<file path="src/rtl/rxpa_pkg.sv">
package rxpa_pkg;

    localparam int unsigned NUM_EVT = 4;

    typedef enum logic [2:0] {
        ST_IDLE        = 3'd0,
        ST_WAIT_STABLE = 3'd1,
        ST_START       = 3'd2,
        ST_WAIT_DONE   = 3'd3,
        ST_ALIGNED     = 3'd4,
        ST_RECOVER     = 3'd5
    } rxpa_state_e;

    typedef struct packed {
        logic start;
        logic rx_reset;
        logic aligned;
    } rxpa_out_t;

    function automatic rxpa_out_t decode_outputs(rxpa_state_e s);
        rxpa_out_t o;
        o.start    = (s == ST_START);
        o.rx_reset = (s == ST_RECOVER);
        o.aligned  = (s == ST_ALIGNED);
        return o;
    endfunction

    function automatic int unsigned max2(int unsigned a, int unsigned b);
        return (a > b) ? a : b;
    endfunction

endpackage

</file>
<file path="src/rtl/rxpa_trigger.sv">
module rxpa_trigger #(
    parameter int unsigned N = 4
) (
    input  logic         clk,
    input  logic         rst,
    input  logic [N-1:0] evt_i,
    input  logic         queue_en_i,
    input  logic         clear_i,
    output logic         any_o,
    output logic         pending_o
);
    logic pend_q;

    assign any_o     = |evt_i;
    assign pending_o = pend_q;

    always_ff @(posedge clk) begin
        if (rst)
            pend_q <= 1'b0;
        else if (clear_i)
            pend_q <= 1'b0;
        else if (queue_en_i && any_o)
            pend_q <= 1'b1;
    end
endmodule

</file>
<file path="src/rtl/rxpa_edge.sv">
module rxpa_edge (
    input  logic clk,
    input  logic rst,
    input  logic level_i,
    output logic rise_o
);
    logic lvl_q;

    always_ff @(posedge clk) begin
        if (rst)
            lvl_q <= 1'b0;
        else
            lvl_q <= level_i;
    end

    assign rise_o = level_i & ~lvl_q;
endmodule

</file>
<file path="src/rtl/rxpa_sat_ctr.sv">
module rxpa_sat_ctr #(
    parameter int unsigned W = 8
) (
    input  logic         clk,
    input  logic         rst,
    input  logic         inc_i,
    output logic [W-1:0] count_o
);
    logic [W-1:0] cnt_q;

    always_ff @(posedge clk) begin
        if (rst)
            cnt_q <= '0;
        else if (inc_i && (cnt_q != {W{1'b1}}))
            cnt_q <= cnt_q + 1'b1;
    end

    assign count_o = cnt_q;
endmodule

</file>
<file path="src/rtl/rx_phalign_seq.sv">
module rx_phalign_seq
    import rxpa_pkg::*;
#(
    parameter int unsigned SETTLE_CYCLES  = 16,
    parameter int unsigned START_CYCLES   = 4,
    parameter int unsigned TIMEOUT_CYCLES = 65536,
    parameter int unsigned RESET_CYCLES   = 8,
    parameter int unsigned ERR_W          = 8
) (
    input  logic             clk,
    input  logic             rst,
    input  logic             evt_rx_reset_i,
    input  logic             evt_pll_reset_i,
    input  logic             evt_clk_change_i,
    input  logic             evt_rate_change_i,
    input  logic             sync_done_i,
    input  logic             clk_stable_i,
    output logic             align_start_o,
    output logic             rx_reset_o,
    output logic             aligned_o,
    output logic [ERR_W-1:0] err_count_o
);
    localparam int unsigned LIM_MAX = max2(max2(SETTLE_CYCLES, START_CYCLES),
                                           max2(TIMEOUT_CYCLES, RESET_CYCLES));
    localparam int unsigned TW = $clog2(LIM_MAX) + 1;
    localparam logic [TW-1:0] SETTLE_LAST  = TW'(SETTLE_CYCLES - 1);
    localparam logic [TW-1:0] START_LAST   = TW'(START_CYCLES - 1);
    localparam logic [TW-1:0] TIMEOUT_LAST = TW'(TIMEOUT_CYCLES - 1);
    localparam logic [TW-1:0] RESET_LAST   = TW'(RESET_CYCLES - 1);

    rxpa_state_e   st_q, st_d;
    logic [TW-1:0] tmr_q, tmr_d;
    logic [NUM_EVT-1:0] evt_vec;
    logic          evt_any, pend, sd_rise, err_inc, enter_ws, queue_en;
    rxpa_out_t     outs;

    assign evt_vec  = {evt_rate_change_i, evt_clk_change_i, evt_pll_reset_i, evt_rx_reset_i};
    assign queue_en = (st_q == ST_START) || (st_q == ST_WAIT_DONE);
    assign enter_ws = (st_d == ST_WAIT_STABLE) && (st_q != ST_WAIT_STABLE);

    rxpa_trigger #(.N(NUM_EVT)) u_trig (
        .clk        (clk),
        .rst        (rst),
        .evt_i      (evt_vec),
        .queue_en_i (queue_en),
        .clear_i    (enter_ws),
        .any_o      (evt_any),
        .pending_o  (pend)
    );

    rxpa_edge u_edge (
        .clk     (clk),
        .rst     (rst),
        .level_i (sync_done_i),
        .rise_o  (sd_rise)
    );

    rxpa_sat_ctr #(.W(ERR_W)) u_err (
        .clk     (clk),
        .rst     (rst),
        .inc_i   (err_inc),
        .count_o (err_count_o)
    );

    always_comb begin
        st_d    = st_q;
        tmr_d   = tmr_q + 1'b1;
        err_inc = 1'b0;
        case (st_q)
            ST_IDLE: begin
                tmr_d = '0;
                if (evt_any) st_d = ST_WAIT_STABLE;
            end
            ST_WAIT_STABLE: begin
                if (!clk_stable_i)              tmr_d = '0;
                else if (tmr_q == SETTLE_LAST)  st_d  = ST_START;
            end
            ST_START: begin
                if (tmr_q == START_LAST) st_d = ST_WAIT_DONE;
            end
            ST_WAIT_DONE: begin
                if (sd_rise) begin
                    st_d = (pend || evt_any) ? ST_WAIT_STABLE : ST_ALIGNED;
                end else if (tmr_q == TIMEOUT_LAST) begin
                    st_d    = ST_RECOVER;
                    err_inc = 1'b1;
                end
            end
            ST_ALIGNED: begin
                tmr_d = '0;
                if (!sync_done_i) begin
                    st_d    = ST_RECOVER;
                    err_inc = 1'b1;
                end else if (evt_any) begin
                    st_d = ST_WAIT_STABLE;
                end
            end
            ST_RECOVER: begin
                if (tmr_q == RESET_LAST) st_d = ST_WAIT_STABLE;
            end
            default: begin
                st_d  = ST_IDLE;
                tmr_d = '0;
            end
        endcase
        if (st_d != st_q) tmr_d = '0;
    end

    always_ff @(posedge clk) begin
        if (rst) begin
            st_q  <= ST_IDLE;
            tmr_q <= '0;
        end else begin
            st_q  <= st_d;
            tmr_q <= tmr_d;
        end
    end

    assign outs          = decode_outputs(st_q);
    assign align_start_o = outs.start;
    assign rx_reset_o    = outs.rx_reset;
    assign aligned_o     = outs.aligned;
endmodule

</file>
<file path="config.mk">
export PLATFORM = sky130hd
export DESIGN_NAME = rx_phalign_seq
export DESIGN_NICKNAME = d
export VERILOG_FILES = /design/src/rtl/rxpa_pkg.sv /design/src/rtl/rxpa_trigger.sv /design/src/rtl/rxpa_edge.sv /design/src/rtl/rxpa_sat_ctr.sv /design/src/rtl/rx_phalign_seq.sv
export SDC_FILE = /design/constraint.sdc
export NUM_CORES = 1
export LEC_CHECK = 0
export ABC_AREA = 1
export BUFFER_PORTS_ARGS = -buffer_cell sky130_fd_sc_hd__buf_2
export CORE_MARGIN = 1
export CORE_UTILIZATION = 52
export DETAILED_ROUTE_END_ITERATION = 6
export GPL_TIMING_DRIVEN = 0
export PLACE_DENSITY = 0.83
export SLEW_MARGIN = 20
export SYNTH_ARGS = -nofsm -noshare
export SYNTH_HDL_FRONTEND = slang
export SYNTH_SLANG_ARGS = --single-unit
</file>
<file path="constraint.sdc">
create_clock -name clk -period 2 [get_ports clk]
set_input_delay 0.2 -clock clk [delete_from_list [all_inputs] [get_ports clk]]
set_output_delay 0.2 -clock clk [all_outputs]
set_load 0.02 [all_outputs]
</file>
# Yosys cells after proc, flatten, opt, wreduce, memory -nomap -nowiden

Cells that the tools add are included.

Input bits: 8
Flip-flop bits (word level): 30
Logic and storage cells: 48
Output and inout bits: 11

Mux-type cells: 16
Add/subtract/negate cells: 2
Eq/ne operators: 13
Bitwise operators: 2
Reduce and logical (&&, ||, !) cells: 10

Operators with widths:

| operator                                               | count |
|---|---|
| case mux 17 bit (2 select lines)                       | 1 |
| 2-to-1 mux 3 bit                                       | 9 |
| case mux 3 bit (6 select lines)                        | 1 |
| adder 17 x 1 -> 17 bit (second input constant)         | 1 |
| equality test 17 x 16 -> 1 bit (second input constant) | 1 |
| equality test 17 x 2 -> 1 bit (second input constant)  | 1 |
| equality test 17 x 3 -> 1 bit (second input constant)  | 1 |
| equality test 17 x 4 -> 1 bit (second input constant)  | 1 |
| 2-to-1 mux 17 bit                                      | 1 |
| adder 8 x 1 -> 8 bit (second input constant)           | 1 |
| inequality test 8 bit (second input constant)          | 1 |
| equality test 3 x 1 -> 1 bit (second input constant)   | 2 |
| equality test 3 x 2 -> 1 bit (second input constant)   | 2 |
| equality test 3 bit (second input constant)            | 2 |
| OR reduction 2 bit                                     | 2 |
| OR reduction 4 bit                                     | 1 |
| logical AND 1 bit                                      | 3 |
| logical NOT 3 bit                                      | 1 |
| 2-to-1 mux 1 bit                                       | 3 |
| inequality test 3 x 1 -> 1 bit (second input constant) | 1 |
| inequality test 3 bit                                  | 1 |
| OR reduction 3 bit                                     | 1 |
| logical OR 1 bit                                       | 2 |
| case mux 1 bit (2 select lines)                        | 1 |
| 2 further kinds                                        | 2 |

# Depth between registers and ports, before layout

Gate-level depths: netlist (run 1).

Word-level depth: 8
Mapped depth: 16
Depth with buffers taken out: 15

# By module

From an unflattened synthesis (run 1), not the netlist that was laid out.

Cells, all modules: 297
Area total of the unflattened synthesis: 1990.7 sq um

By module, submodules not included:

| module         | times used | cells an instance | area an instance (sq um) | seq. area each (sq um) |
|---|---|---|---|---|
| rx_phalign_seq | 1          | 208               | 1421.4                   | 400.4 |
| rxpa_sat_ctr   | 1          | 77                | 484.2                    | 160.2 |
| rxpa_trigger   | 1          | 8                 | 53.8                     | 20.0 |
| rxpa_edge      | 1          | 4                 | 31.3                     | 20.0 |

# Worst setup path after synthesis (run 1)

OpenSTA, ideal clock, no wires.

Path kind: reg-to-reg
From: reg tmr_q[2]
To: reg tmr_q[11]
Cell stages (with the launch flop): 17
Slack: -231 ps
Data required time: 1927 ps
Arrival: 2158 ps
Period minus slack after synthesis: 2231 ps
Cell sequence: dfxtp_1 nand2_1 nor3_1 nand2_1 nor2_1 nand4_1 nor2_1 ha_1 nor2_1 nand2_1 nand2_2 inv_2 nand2_4 nand4_1 nand3_4 buf_6 nor3_2

Longest elaborated chain between the ends: 6
Elaborated cells between the ends (all ways): 16
Those cells by class: add/sub (1); eq/ne (5); mux (9); reduce/logical (1)

RTL lines:

| item                                                                            | line                                       | source |
|---|---|---|
| from (decl)                                                                     | rx_phalign_seq.sv:32                       | `logic [TW-1:0] tmr_q, tmr_d;` |
| from (signal assigned)                                                          | rx_phalign_seq.sv:115                      | `tmr_q <= tmr_d;` |
| equality test 17 x 16 -> 1 bit or equality test 17 x 4 -> 1 bit (tied branches) | rx_phalign_seq.sv:84, rx_phalign_seq.sv:76 |  |
| 2-to-1 mux 3 bit, on equally long branches                                      | rx_phalign_seq.sv:84, rx_phalign_seq.sv:76 |  |
| 2-to-1 mux 3 bit, on equally long branches                                      | rx_phalign_seq.sv:82, rx_phalign_seq.sv:75 |  |
| case mux 3 bit (6 select lines)                                                 | rx_phalign_seq.sv:69                       | `case (st_q)` |
| inequality test 3 bit                                                           | rx_phalign_seq.sv:106                      | `if (st_d != st_q) tmr_d = '0;` |
| OR reduction 2 bit (no source line)                                             | -                                          |  |

Parallel ways exist; a longest one is shown, timed or not.
A chain may end at the register's enable or synchronous reset.

# Final worst setup path (run 1)

From: reg tmr_q[4]
To: reg tmr_q[0]

Longest elaborated chain between the ends: 6
Elaborated cells between the ends (all ways): 13
Those cells by class: eq/ne (5); mux (7); reduce/logical (1)

RTL lines:

| item                                                                            | line |
|---|---|
| equality test 17 x 16 -> 1 bit or equality test 17 x 4 -> 1 bit (tied branches) | rx_phalign_seq.sv:84, rx_phalign_seq.sv:76 |
| 2-to-1 mux 3 bit, on equally long branches                                      | rx_phalign_seq.sv:84, rx_phalign_seq.sv:76 |
| 2-to-1 mux 3 bit, on equally long branches                                      | rx_phalign_seq.sv:82, rx_phalign_seq.sv:75 |
| case mux 3 bit (6 select lines) *                                               | rx_phalign_seq.sv:69 |
| inequality test 3 bit *                                                         | rx_phalign_seq.sv:106 |
| OR reduction 2 bit (no source line) *                                           | - |

Every way passes the cells marked *; elsewhere a longest branch is shown, timed or not.

==> out/qor.yml, run 1 <==
final_area_um2: 2430
cpPeakStageDelay_ns: 0.37
min_path_cells: 3
setup_viol: 26
fin_crit_ns: 2.34
grt_pass1_vias: 1661
status: "finished with violations"
arrival_ns: 2.60
synthFlopType: "dfxtp_1"
cts_inserted_buffers: 5
required_ns: 2.26
synth_compound_area_share_pct: 6.30
gr-total-overflow: 0
firstDrtPassIters: 4
p_per_area_nw_per_um2: 475
port_buffers: 17
slew_viol_final: 0
tns_ns: -6.45
ctsLongestPathBuffers: 2
yosys.area_share.adder_pct: 2.74
start_kind: "flip-flop"
ir_drop_uv: 333
dpl_worst_slack_ns: -0.496
synth-seq-cells: 30
antenna_found_initial: 0
synth.cells.most_frequent: "nand2_1, nor2_1, dfxtp_1, inv_1, nand3_1"
fp.dieH_um: 61.3
wl_um: 5000
netlist.area_leader.share_pct: 32.9
wl_met3_um: 252
yosysMostFrequentCell: "nand2_1"
crit_type: "reg -> reg"
dpl_cell_area_um2: 1990
worstPathCellList: "inv_2 > nor3_4 > nand2_2 > nor2_2 > nand4_1 > nor2_1 > ha_2 > nor2_1 > nand2_1 > nand2_2 > inv_2 > nand2_4 > nand4_1 > nand3_4 > buf_16 > nor3_4"
vias: 1897
holdBufCountCts: 0
period_share_pct: 117
violations: "negative setup slack"
yosysTopAreaCell: "dfxtp_1"
cts_htree_levels: 2
cts_root_buffer: "clkbuf_4"
cts_sinks: 30
finalPower_mw: 1.15
crit_buf_inv: 3
vias_per_cell: 5.27
synthSimpleGateAreaFrac_pct: 43.7
fin_nets: 325
die_w_um: 61.3
worstSetupPathDepth: 16
grt_max_degree: 11
hold_path_class: "in -> reg"
crit_path_end_kind: "flip-flop"
syn_area_per_cell_um2: 7.06
n_antenna_cell: 0
drt-met1-wl_um: 2020
drtAntennaViolNets: 0
synth.area.mux_share_pct: 0
grtUsageTotal_pct: 26.0
rsz0062_at_grt: "true"
synth_cell_type_count: 28
drt_iter0_drc: 136
finalHoldViolations: 0
cts_tree: "built"
hpwl_um: 2760
drv_cap: 0
fill_cells: 257
fmax_mhz: 427
row_count: 21
finClkSkew_ns: 0.0113
synth_edf_count: 0
grt_pass1_wl_um: 7040
p_leak_nw: 1.07
topRoutingLayerUsed: "met4"
clk_pin_slew_ns: 0.10
yosysWarnings: 0
worst_pin_slew_ns: 0.400
drive_gt1_share_pct: 39.8
synth.area.top_cells: "dfxtp_1, nand2_1, nor3_2, nor2_1, inv_1"
critPathTopFamily: "simple AND/OR/NAND/NOR gates"
setup_slack_ns: -0.342
synth_top_family_by_area: "simple AND/OR/NAND/NOR gates"
syn-cell-area_um2: 1830
synth_xor_area_share_pct: 5.75
syn_nets: 271
die_area_um2: 3760
crit_slowest_cell: "dfxtp_2"
start_util_pct: 54.4
drc: 0
io_pins: 19
wire_per_inst_um: 13.9
slew_headroom_pct: 73.4
worstSkewPairLatency_ns: 0.34
reg2regPathDepth: 16
place_congestion: 0.945
syn_inst: 259
crit_path_max_fanout: 6
syn_to_final_growth_pct: 32.7
core_um2: 3360
seq_area_frac_synth_pct: 32.9
async_reset_ff_share_pct: 0
wl_met2_um: 2500
==> cells in the final DEF (no fill, tap or decap), types with 7 or more instances in the layout <==
cell type	netlist	layout
nand2_1	56	52
nor2_1	34	30
inv_1	27	25
buf_4	0	25
dfxtp_1	30	21
buf_2	0	17
nand3_1	14	12
nor2_2	7	11
nand2_2	7	11
nor3_2	13	10
a21oi_1	9	9
dfxtp_2	0	8
inv_2	7	7
xor2_1	7	7
==> sequential cells by signal (all words and copies together), names as in the netlist <==
name,cells
u_trig.pending_o,1
u_edge.lvl_q,1
st_q,3
u_err.count_o,8
tmr_q,17
==> layer usage <==
metal,up-vias,track usage (%)
met3,24,7.98
met4,0,12.7
met1,869,27.6
met2,63,46.4
li1,941,-
met5,-,0
==> metrics by stage <==
stage          utilization [%]  instances  hold WS [ns]
2_1_floorplan                -        259         0.322
4_1_cts                   68.0        351         0.111
5_1_grt                   72.1        360         0.144
6_report                  72.1        360         0.117
3_5_place_dp              59.2        322         0.473
3_3_place_gp              59.2        322         0.454
==> path summary, 6_finish.rpt <==
check                                     to  slack (ns)         from
worst max-delay path                tmr_q[0]       -0.34     tmr_q[4]
worst min-delay path            u_edge.lvl_q        0.12  sync_done_i
worst max register to register      tmr_q[0]       -0.34     tmr_q[4]
worst min register to register      tmr_q[0]        0.51     tmr_q[0]
==> report_power, final <==
part	total [mW]	internal (mW)	switching (mW)
Clock	0.392	0.170	0.222
Sequential	0.605	0.599	0.00555
Combinational	0.154	0.0640	0.0904
==> cell type report <==
| type | count | area (um2) | area share [%] |
|---|---|---|---|
| multi-input cells | 191 | 1170 | 48.2 |
| flip-flops and latches | 30 | 614 | 25.3 |
| repair buffers | 47 | 345 | 14.2 |
| inverters | 35 | 136 | 5.62 |
| well taps | 46 | 57.6 | 2.37 |
| clock buffers | 7 | 55.1 | 2.27 |
| plain buffers | 3 | 43.8 | 1.81 |
| clock inverters | 1 | 5.00 | 0.206 |
==> worst register-to-register path, delay by kind of cell (launching register included) <==
family	cells	cell delay [ns]
buf+inv	3	0.33
flops	1	0.37
fa+ha+maj	1	0.22
simple gates	12	1.32
==> logic make-up (layout without fill, tap and decap cells) <==
| kind of cell | Yosys count | count (layout) |
|---|---|---|
| compound gates | 21 | 21 |
| xor+xnor | 12 | 12 |
| simple gates | 154 | 154 |
| flops | 30 | 30 |
| fa+ha+maj | 4 | 4 |
| buf+inv | 38 | 93 |
==> repair_timing <==
action | 4_1_cts | 5_1_grt
endpoints found under the setup margin | 26 | 26
gates cloned | 1 | 0
pin swaps | 15 | 9
gates resized for setup | 20 | 18
buffers inserted | 20 | 9
Note: power is estimated with default switching activity, not from simulation.
==> inputs of run 2 (changes only) <==
--- a/config.mk
+++ b/config.mk
@@ -6,12 +6,14 @@
 export NUM_CORES = 1
 export LEC_CHECK = 0
 export ABC_AREA = 1
-export BUFFER_PORTS_ARGS = -buffer_cell sky130_fd_sc_hd__buf_2
+export BUFFER_PORTS_ARGS = -buffer_cell sky130_fd_sc_hd__clkbuf_2
+export CELL_PAD_IN_SITES_DETAIL_PLACEMENT = 2
+export CELL_PAD_IN_SITES_GLOBAL_PLACEMENT = 2
 export CORE_MARGIN = 1
-export CORE_UTILIZATION = 52
+export CORE_UTILIZATION = 30
 export DETAILED_ROUTE_END_ITERATION = 6
 export GPL_TIMING_DRIVEN = 0
-export PLACE_DENSITY = 0.83
+export PLACE_DENSITY = 0.84
 export SLEW_MARGIN = 20
 export SYNTH_ARGS = -nofsm -noshare
 export SYNTH_HDL_FRONTEND = slang
==> run 2 against run 1 <==
Compared with the run above:
- the run still ends with negative setup slack left
- largest power group unchanged
- sequential power barely moved
- global-route usage down 4.4 points
- via count rose by 3.1%
- register-to-register slack got worse by 0.14 ns
- clock skew up 0.0033 ns
- highest routed layer unchanged
- fmax fell by 5.6%
- routed wire length rose by 46%
- critical endpoint is now tmr_q[16]
- core utilization shrank 29 points
==> out/qor.yml, run 2 (synthesized netlist as in run 1, its figures left out) <==
finalHoldViolations: 0  # unchanged
fill_cells: 698  # was 257
row_count: 28  # was 21
crit_type: "reg -> reg"  # unchanged
dpl_cell_area_um2: 2030  # was 1990 um2
p_int_mw: 0.933  # was 0.833 mW
cts_sinks: 30  # unchanged
grt_max_degree: 11  # unchanged
core_um2: 5890  # was 3360 um2
cts_htree_levels: 2  # unchanged
fp.dieH_um: 80.1  # was 61.3 um
numPlacedInstances: 351  # was 322
timing.hold.ws_ns: 0.170  # was 0.117 ns
wl_um: 7310  # was 5000 um
dpl_worst_slack_ns: -0.768  # was -0.496 ns
p_switching_mw: 0.381  # was 0.318 mW
finClkSkew_ns: 0.0146  # was 0.0113 ns
grtUsageTotal_pct: 21.6  # was 26.0%
tns_ns: -10.92  # was -6.45 ns
crit_path_max_fanout: 6  # unchanged
largest-register: "tmr_q"  # unchanged
place_congestion: 0.789  # was 0.945
required_ns: 2.22  # was 2.26 ns
grt_pass1_vias: 2083  # was 1661
arrival_ns: 2.71  # was 2.60 ns
drv_cap: 0  # unchanged
setup_slack_ns: -0.482  # was -0.342 ns
cts_inserted_buffers: 5  # unchanged
fmax_mhz: 403  # was 427 MHz
final_cell_mix: "nand2_1, nor2_1, buf_4, inv_1, dfxtp_1"  # was nand2_1, nor2_1, inv_1, buf_4, dfxtp_1
syn_to_final_growth_pct: 39.0  # was 32.7%
setup_viol: 27  # was 26
die_area_um2: 6410  # was 3760 um2
hpwl_um: 4090  # was 2760 um
crit_path_end_kind: "flip-flop"  # unchanged
n_antenna_cell: 0  # unchanged
pwr-share-clk_pct: 42.2  # was 34.1%
clk_pin_slew_ns: 0.09  # was 0.10 ns
final_area_um2: 2540  # was 2430 um2
drc: 0  # unchanged
grt_pass1_wl_um: 10200  # was 7040 um
rsz0062_at_grt: "true"  # unchanged
firstDrtPassIters: 4  # unchanged
hold_path_class: "in -> reg"  # unchanged
setup.worst_path.start: "tmr_q[4]"  # unchanged
combPwrFrac_pct: 11.9  # was 13.4%
gr-total-overflow: 0  # unchanged
cts_tree: "built"  # unchanged
largest_register_ffs: 17  # unchanged
pwr-share-seq_pct: 45.9  # was 52.5%
period_share_pct: 124  # was 117%
vias: 1956  # was 1897
slew_viol_final: 0  # unchanged
violations: "negative setup slack"  # unchanged
final_common_cell: "nand2_1"  # unchanged
cts_root_buffer: "clkbuf_8"  # was clkbuf_4
die_w_um: 80.1  # was 61.3 um
ir_drop_uv: 296  # was 333 uV
worstSkewPairLatency_ns: 0.30  # was 0.34 ns
status: "finished with violations"  # unchanged
swShare_pct: 29.0  # was 27.6%
ctsLongestPathBuffers: 2  # unchanged
antenna_found_initial: 0  # unchanged
start_util_pct: 31.1  # was 54.4%
vias_per_cell: 4.99  # was 5.27
worst_pin_slew_ns: 0.452  # was 0.400 ns
drive_gt1_share_pct: 41.3  # was 39.8%
slew_headroom_pct: 69.9  # was 73.4%
fin_nets: 328  # was 325
port_buffers: 17  # unchanged
start_kind: "flip-flop"  # unchanged
drtAntennaViolNets: 0  # unchanged
holdBufCountCts: 0  # unchanged
drt_iter0_drc: 38  # was 136
p_leak_nw: 1.13  # was 1.07 nW
r2r_start: "tmr_q[4]"  # unchanged
final_cells: 392  # was 360
io_pins: 19  # unchanged
fin_crit_ns: 2.48  # was 2.34 ns
wire_per_inst_um: 18.6  # was 13.9 um
p_per_area_nw_per_um2: 517  # was 475 nW/um2
worst_hold_startpoint: "sync_done_i"  # unchanged
## run 2: final timing paths
check / endpoint / cells past startpoint / slack, ns
setup / recovery: tmr_q[16] / 16 / -0.48
hold / removal: u_edge.lvl_q / 3 / 0.17
setup reg to reg: tmr_q[16] / 16 / -0.48
hold reg to reg: tmr_q[0] / 1 / 0.47
## run 2: power groups by stage
stage | combinational (mW) | sequential (mW) | clock, mW
after floorplan | 0.0797 | 0.619 | 0
after global placement | 0.106 | 0.620 | 0
after detailed placement | 0.110 | 0.620 | 0
after CTS | 0.136 | 0.604 | 0.546
after global routing | 0.166 | 0.603 | 0.594
final | 0.156 | 0.603 | 0.555
## run 2: cell type report
class	count	area [um2]	share of cell area, %
Tap cell	75	93.8	3.69
Timing Repair Buffer	50	364	14.3
Multi-Input combinational cell	191	1200	47.2
Sequential cell	30	619	24.4
Inverter	35	134	5.27
Clock buffer	7	86.3	3.40
Clock inverter	1	5.00	0.197
Buffer	3	38.8	1.53
## run 2: routing by layer
layer / up-vias / share of wire (%) / wire (um) / global-route usage [%]
li1: 946 / - / - / -
met2: 32 / 57 / 4200 / 42.9
met3: 18 / 2.2 / 163 / 3.64
met1: 960 / 37 / 2740 / 22.1
met4: 0 / 2.9 / 210 / 8.04
met5: - / 0 / 0 / 0
## run 2: per-stage QoR
step                      power (mW)  util (%)
after floorplan                0.698         -
after global placement         0.726      34.4
after detailed placement       0.730      34.4
after CTS                       1.29      40.7
after global routing            1.36      43.2
final                           1.31      43.2
## run 2: repair_timing
action,CTS,global route
setup buffers,24,8
pin swaps,15,17
resized for setup,25,19
endpoints found under the setup margin,29,29
gates cloned,1,0
## run 2: critical path: stages (launching register included)
cell     delay, ns
dfxtp_2       0.36
inv_2         0.06
nor3_4        0.24
nand2_2       0.12
nor2_4        0.14
nand4_1       0.16
nor2_2        0.17
ha_2          0.21
nor2_1        0.05
nand2_1       0.09
nand2_2       0.05
inv_2         0.06
nand2_4       0.05
nand4_1       0.11
nand3_4       0.19
buf_12        0.20
nor3_4        0.14
